$ cat config.mk
export PLATFORM = sky130hd
export DESIGN_NAME = ext_rd_sequencer
export DESIGN_NICKNAME = d
export VERILOG_FILES = /design/src/rtl/ext_rd_pkg.sv /design/src/rtl/ext_rd_cfg_clamp.sv /design/src/rtl/ext_rd_ready_sampler.sv /design/src/rtl/ext_rd_sequencer.sv
export SDC_FILE = /design/constraint.sdc
export NUM_CORES = 1
export LEC_CHECK = 0
export CELL_PAD_IN_SITES_DETAIL_PLACEMENT = 1
export CELL_PAD_IN_SITES_GLOBAL_PLACEMENT = 1
export CORE_ASPECT_RATIO = 1.4
export CORE_MARGIN = 4
export CORE_UTILIZATION = 35
export CTS_BUF_LIST = sky130_fd_sc_hd__clkbuf_8
export DETAILED_ROUTE_END_ITERATION = 7
export PLACE_DENSITY_LB_ADDON = 0.1
export SKIP_LAST_GASP = 1
export SLEW_MARGIN = 0
export SYNTH_ARGS = -nofsm -noshare
export SYNTH_HDL_FRONTEND = slang
export SYNTH_SLANG_ARGS = --single-unit
$ cat constraint.sdc
create_clock -name clk -period 2.26 [get_ports clk]
set_input_delay 0.678 -clock clk [delete_from_list [all_inputs] [get_ports clk]]
set_output_delay 0.678 -clock clk [all_outputs]
set_load 0.02 [all_outputs]
$ cat src/rtl/ext_rd_pkg.sv
package ext_rd_pkg;
   typedef enum logic [1:0] {
      ST_IDLE  = 2'd0,
      ST_SETUP = 2'd1,
      ST_STRB  = 2'd2,
      ST_RECOV = 2'd3
   } rd_state_e;
endpackage

$ cat src/rtl/ext_rd_cfg_clamp.sv
module ext_rd_cfg_clamp #(
   parameter int CNT_W      = 4,
   parameter int SYNC_DEPTH = 2
) (
   input  logic [CNT_W-1:0] cfg_setup,
   input  logic [CNT_W-1:0] cfg_strobe,
   input  logic             cfg_resync,
   output logic [CNT_W-1:0] setup_eff,
   output logic [CNT_W-1:0] strobe_eff
);
   localparam logic [CNT_W-1:0] ONE     = CNT_W'(1);
   localparam logic [CNT_W-1:0] MIN_RES = CNT_W'(SYNC_DEPTH);

   always_comb begin
      setup_eff = (cfg_setup == '0) ? ONE : cfg_setup;
      if (cfg_resync)
         strobe_eff = (cfg_strobe < MIN_RES) ? MIN_RES : cfg_strobe;
      else
         strobe_eff = (cfg_strobe == '0) ? ONE : cfg_strobe;
   end
endmodule

$ cat src/rtl/ext_rd_ready_sampler.sv
module ext_rd_ready_sampler #(
   parameter int SYNC_DEPTH = 2
) (
   input  logic clk,
   input  logic rst_n,
   input  logic ready_raw,
   input  logic use_resync,
   output logic ready_seen
);
   logic [SYNC_DEPTH-1:0] stage_q;

   genvar gi;
   generate
      for (gi = 0; gi < SYNC_DEPTH; gi++) begin : g_stage
         if (gi == 0) begin : g_first
            always_ff @(posedge clk) begin
               if (!rst_n) stage_q[0] <= 1'b0;
               else        stage_q[0] <= ready_raw;
            end
         end else begin : g_next
            always_ff @(posedge clk) begin
               if (!rst_n) stage_q[gi] <= 1'b0;
               else        stage_q[gi] <= stage_q[gi-1];
            end
         end
      end
   endgenerate

   assign ready_seen = use_resync ? stage_q[SYNC_DEPTH-1] : ready_raw;
endmodule

$ cat src/rtl/ext_rd_sequencer.sv
module ext_rd_sequencer #(
   parameter int ADDR_W     = 16,
   parameter int DATA_W     = 16,
   parameter int CNT_W      = 4,
   parameter int SYNC_DEPTH = 2
) (
   input  logic              clk,
   input  logic              rst_n,
   input  logic              req,
   input  logic [ADDR_W-1:0] req_addr,
   output logic              ack,
   output logic              done,
   output logic [DATA_W-1:0] rd_data,
   input  logic [CNT_W-1:0]  cfg_setup,
   input  logic [CNT_W-1:0]  cfg_strobe,
   input  logic [CNT_W-1:0]  cfg_recover,
   input  logic              cfg_resync,
   output logic              sel_n,
   output logic              strobe_n,
   output logic [ADDR_W-1:0] bus_addr,
   input  logic [DATA_W-1:0] bus_data,
   input  logic              bus_ready
);
   import ext_rd_pkg::*;

   localparam logic [CNT_W-1:0] ONE = CNT_W'(1);

   generate
      if (ADDR_W < 1 || DATA_W < 1) begin : g_bad_width
         $error("ext_rd_sequencer: widths must be positive");
      end
      if (SYNC_DEPTH < 2) begin : g_bad_sync
         $error("ext_rd_sequencer: SYNC_DEPTH must be at least 2");
      end
      if (CNT_W < 2 || (1 << CNT_W) <= SYNC_DEPTH) begin : g_bad_cnt
         $error("ext_rd_sequencer: CNT_W too small for SYNC_DEPTH");
      end
   endgenerate

   rd_state_e         state_q;
   logic [CNT_W-1:0]  cnt_q;
   logic [CNT_W-1:0]  setup_q, strobe_q, recov_q;
   logic              resync_q;
   logic [CNT_W-1:0]  setup_eff, strobe_eff;
   logic              ready_seen;

   ext_rd_cfg_clamp #(.CNT_W(CNT_W), .SYNC_DEPTH(SYNC_DEPTH)) u_clamp (
      .cfg_setup  (cfg_setup),
      .cfg_strobe (cfg_strobe),
      .cfg_resync (cfg_resync),
      .setup_eff  (setup_eff),
      .strobe_eff (strobe_eff)
   );

   ext_rd_ready_sampler #(.SYNC_DEPTH(SYNC_DEPTH)) u_ready (
      .clk        (clk),
      .rst_n      (rst_n),
      .ready_raw  (bus_ready),
      .use_resync (resync_q),
      .ready_seen (ready_seen)
   );

   always_ff @(posedge clk) begin
      if (!rst_n) begin
         state_q  <= ST_IDLE;
         cnt_q    <= '0;
         setup_q  <= ONE;
         strobe_q <= ONE;
         recov_q  <= '0;
         resync_q <= 1'b0;
         sel_n    <= 1'b1;
         strobe_n <= 1'b1;
         bus_addr <= '0;
         rd_data  <= '0;
         ack      <= 1'b0;
         done     <= 1'b0;
      end else begin
         ack  <= 1'b0;
         done <= 1'b0;
         unique case (state_q)
            ST_IDLE: begin
               if (req) begin
                  state_q  <= ST_SETUP;
                  cnt_q    <= '0;
                  setup_q  <= setup_eff;
                  strobe_q <= strobe_eff;
                  recov_q  <= cfg_recover;
                  resync_q <= cfg_resync;
                  bus_addr <= req_addr;
                  sel_n    <= 1'b0;
                  ack      <= 1'b1;
               end
            end
            ST_SETUP: begin
               if (cnt_q == setup_q - ONE) begin
                  state_q  <= ST_STRB;
                  cnt_q    <= '0;
                  strobe_n <= 1'b0;
               end else begin
                  cnt_q <= cnt_q + ONE;
               end
            end
            ST_STRB: begin
               if (cnt_q == strobe_q - ONE) begin
                  if (ready_seen) begin
                     strobe_n <= 1'b1;
                     rd_data  <= bus_data;
                     cnt_q    <= '0;
                     if (recov_q == '0) begin
                        state_q <= ST_IDLE;
                        sel_n   <= 1'b1;
                        done    <= 1'b1;
                     end else begin
                        state_q <= ST_RECOV;
                     end
                  end
               end else begin
                  cnt_q <= cnt_q + ONE;
               end
            end
            ST_RECOV: begin
               if (cnt_q == recov_q - ONE) begin
                  state_q <= ST_IDLE;
                  sel_n   <= 1'b1;
                  done    <= 1'b1;
               end else begin
                  cnt_q <= cnt_q + ONE;
               end
            end
            default: state_q <= ST_IDLE;
         endcase
      end
   end
endmodule

==> qor_table.md <==
| Step | Result | Value |
| --- | --- | --- |
| run status | Run status | completed |
| cts | Insertion delay to the later sink of the worst-skew pair | 340 ps |
| grt | Total global routing overflow | 0 |
| critical path | Critical path startpoint category | input port |
| grt | Global-route wire length before repair | 10800 microns |
| synthesis | Synthesized netlist cell count | 287 |
| critical path | Gate family responsible for the most delay along the worst path | buffers and inverters |
| place | Placed wire-length estimate after detailed placement | 4810 microns |
| synthesis | Number of enable-type register cells in the synthesized netlist | 0 |
| run | Max-cap violations | 0 |
| timing | Final count of hold timing violations | 0 |
| drt | Vias | 2275 |
| critical path | Master of the slowest instance on the critical path | clkdlybuf4s50_1 |
| cts | Number of buffers inserted by hold repair at cts | 0 |
| cts | Maximum clock path buffer count | 2 |
| cells and area | Ratio of cells with drive above 1 in the final layout | 9.84% |
| critical path | Type of the worst setup path | input port to flop |
| cells and area | Area of the multi-input gates | 1330 sq um |
| synthesis | Cell area after synthesis | 2610 sq um |
| timing | Highest attainable clock frequency | 0.485 GHz |
| timing | Number of failing setup endpoints in the final timing report | 0 |
| critical path | Crit path cell chain | clkdlybuf4s50_1 -> mux2_2 -> or2_2 -> nor3_1 -> buf_4 -> o31ai_4 -> nand2_2 -> o221ai_1 |
| drt | DR pass1 iterations | 4 |
| cells and area | Number of non-filler instances in the completed layout | 473 |
| critical path | Sum of buffers and inverters on the critical path | 2 |
| timing | Final critical-path share of the clock period | 91.3% |
| timing | Sum of negative setup slack | 0 ps |
| timing | Transition time of the tightest slew-check pin | 514 ps |
| grt | Largest net degree at the start of global routing | 47 |
| critical path | Worst path arrival time | 2270 ps |
| cells and area | Core Util, Final | 51.3% |
| place | Post-Place Cells | 458 |
| cells and area | Final Net Count | 426 |
| floorplanning | Vertical die dimension | 110 microns |
| floorplanning | Number of top-level pins | 85 |
| place | Count of input and output buffers | 84 |
| grt | Global-route usage over all layers | 15.7% |
| cts | Clock tree from TritonCTS | built |
| timing | Crit path time final | 2060 ps |
| timing | Clock skew after layout | 8.59 ps |
| floorplanning | Full die area | 8910 sq um |
| floorplanning | Starting utilization of the core area | 35.6% |
| power and ir drop | Total power per unit cell area | 787 nW/um^2 |
| cells and area | Fillcell total | 892 |
| power and ir drop | Max rail drop VDD | 0.462 mV |
| floorplanning | Width of the die | 81.0 microns |
| critical path | Largest incremental delay on the critical path | 410 ps |
| power and ir drop | Total chip power | 2.95 mW |
| floorplanning | Std cell rows | 37 |
| place | Worst slack at placement | -170 ps |
| cts | Clock transition at the registers of the reported paths | 60 ps |
| timing | Final max-slew violation count | 0 |
| timing | Setup slack of the critical path after layout | 196 ps |
| power and ir drop | Reported leakage power | 1.38 nW |
| critical path | Required time at the worst-slack endpoint | 2460 ps |
| critical path | Top fanout value on the critical path | 4 |
| synthesis | Average size of a mapped cell | 9.09 sq um |
| drt | Number of antenna-violating nets in the routed design | 0 |
| synthesis | Count of different cell masters after synthesis | 46 |
| drt | Post-DR vias/cell | 4.81 |
| synthesis | Top flip-flop cell by instance count after synthesis | dfxtp_1 |
| timing | Relative slew margins | 65.5% |
| synthesis | Flop and latch count out of synthesis | 57 |
| cts | Number of cells upsized or downsized after cts | 0 |
| place | GP Congestion | 0.836 |
| cts | Num CTS Buffers | 9 |
| cts | Count of H-tree levels built during CTS | 3 |
| cells and area | Area growth, synth to finish | 43.8% |
| cells and area | Number of antenna cells inserted | 0 |
| min path | Min-delay worst type | flop to flop |
| timing | Setup repair after global routing missed its margin | false |
| synthesis | Ys Warns | 0 |
| cts | CTS root buf | clkbuf_8 |
| synthesis | Synthesized Nets | 341 |
| grt | Initial antenna violation count | 0 |
| drt | Post-detailed-routing wire length | 6430 microns |
| grt | Number of global-route vias before repair | 2284 |
| cells and area | Area taken by flip-flops and latches | 1140 sq um |
| drt | # DRC | 0 |
| drt | Iter 0 DRT Violations | 59 |
| drt | Post-DR wirelength/cell | 13.6 microns |
| cts | Clock sink total | 57 |
| synthesis | Async set-reset flop share out of synthesis | 0% |
| critical path | Critical Path Sink Type | flop |
| floorplanning | Total core area | 7310 sq um |
| synthesis | Seq/Total Area, Yosys | 43.8% |
| cts | Post-CTS setup buffers | 0 |
-- kinds of logic (layout without fill, tap and decap cells) --
kind of cell	count (synthesis)	count (layout)	share of synthesized area (%)
AOI/OAI and AO/OA	49	49	13.4
xor gates and xnor gates	15	15	6.91
adders and majority gates	5	5	2.40
buffers and inverters	27	116	5.61
DFF	57	57	43.8
muxes	17	17	6.57
and+or+nand+nor	117	117	21.4
-- synth_stat cells, types with 2 or more instances --
cell / number / area share [%]
nand2_1: 67 / 9.6
dfxtp_1: 57 / 44
a21boi_1: 21 / 6.0
nor2b_1: 18 / 4.3
mux2i_1: 16 / 6.1
clkbuf_1: 13 / 1.9
a21oi_1: 7 / 1.3
nor3_1: 7 / 1.3
inv_1: 6 / 0.86
xor2_1: 6 / 2.0
a21boi_0: 5 / 1.4
ha_1: 5 / 2.4
nor2_1: 5 / 0.72
xnor2_1: 5 / 1.7
o21ai_1: 4 / 0.77
and2_1: 3 / 0.72
buf_2: 3 / 0.58
nand4_1: 3 / 0.72
xnor3_1: 3 / 2.6
nand2b_1: 2 / 0.48
nand3_1: 2 / 0.38
o211ai_1: 2 / 0.58
o21ai_0: 2 / 0.38
o221ai_1: 2 / 0.67
o22ai_1: 2 / 0.48
-- sequential cells by signal, indices dropped and copies added, names as in the netlist --
register	cells
ack	1
bus_addr	16
cnt_q	4
done	1
rd_data	16
recov_q	4
resync_q	1
sel_n	1
setup_q	4
state_q	2
strobe_n	1
strobe_q	4
u_ready.stage_q	2
-- path summary, 6_finish.rpt --
check / from / endpoint / slack, ps / cells after the start
worst max-delay path: bus_ready / cnt_q[2] / 200 / 8
worst min-delay path: u_ready.stage_q[0] / u_ready.stage_q[1] / 440 / 1
worst max register to register: cnt_q[2] / cnt_q[2] / 300 / 7
worst min register to register: u_ready.stage_q[0] / u_ready.stage_q[1] / 440 / 1
-- area by class of cell --
cell class | count | share of cell area, %
clock buffer | 12 | 4.40
inverter | 7 | 1.07
tap | 97 | 3.24
multi-input combinational | 203 | 35.5
clock inverter | 3 | 0.400
timing repair buffer | 94 | 25.0
sequential | 57 | 30.4
-- where the power goes --
part           internal [mW]  total, mW  switching, mW  leakage (nW)
logic                  0.432      0.876          0.444         0.815
clock network          0.475      0.864          0.389        0.0980
registers               1.11       1.21         0.0985         0.465
-- placed cells by master (no fill, tap or decap), types with 2 or more instances in the layout --
master / count
mux2i_1: 16
nor2b_1: 17
and2_1: 3
a21boi_0: 5
xnor2_1: 5
nand4_1: 3
o211ai_1: 2
inv_1: 6
a21boi_1: 21
clkdlybuf4s50_1: 83
xnor3_1: 3
buf_4: 8
a21oi_1: 7
ha_1: 5
nor3_1: 7
clkinv_2: 3
buf_12: 2
nand3_1: 2
o21ai_1: 4
o221ai_1: 2
o22ai_1: 2
nand2b_1: 2
dfxtp_1: 57
xor2_1: 6
nor2_1: 5
o21ai_0: 2
nand2_1: 67
clkbuf_8: 12
-- per-layer routing --
metal | GRT usage [%] | wire (microns)
met2 | 26.7 | 3180
met1 | 17.5 | 2640
met5 | 0 | 0
met4 | 9.66 | 202
met3 | 3.90 | 410
-- worst reg2reg max path, delay by kind of cell, from the launching register on --
kind / cells / cell delay, ps
simple gates: 3 / 340
compound gates: 2 / 450
xor+xnor: 1 / 460
buf+inv: 1 / 160
flops: 1 / 470
-- stage by stage --
stage	hold WS, ps	cell area [sq um]
after global routing	471	3750
after CTS	445	3750
after global placement	418	3570
after floorplan	412	2610
final	439	3750
after detailed placement	433	3570
Power figures use the tool's default switching activity.
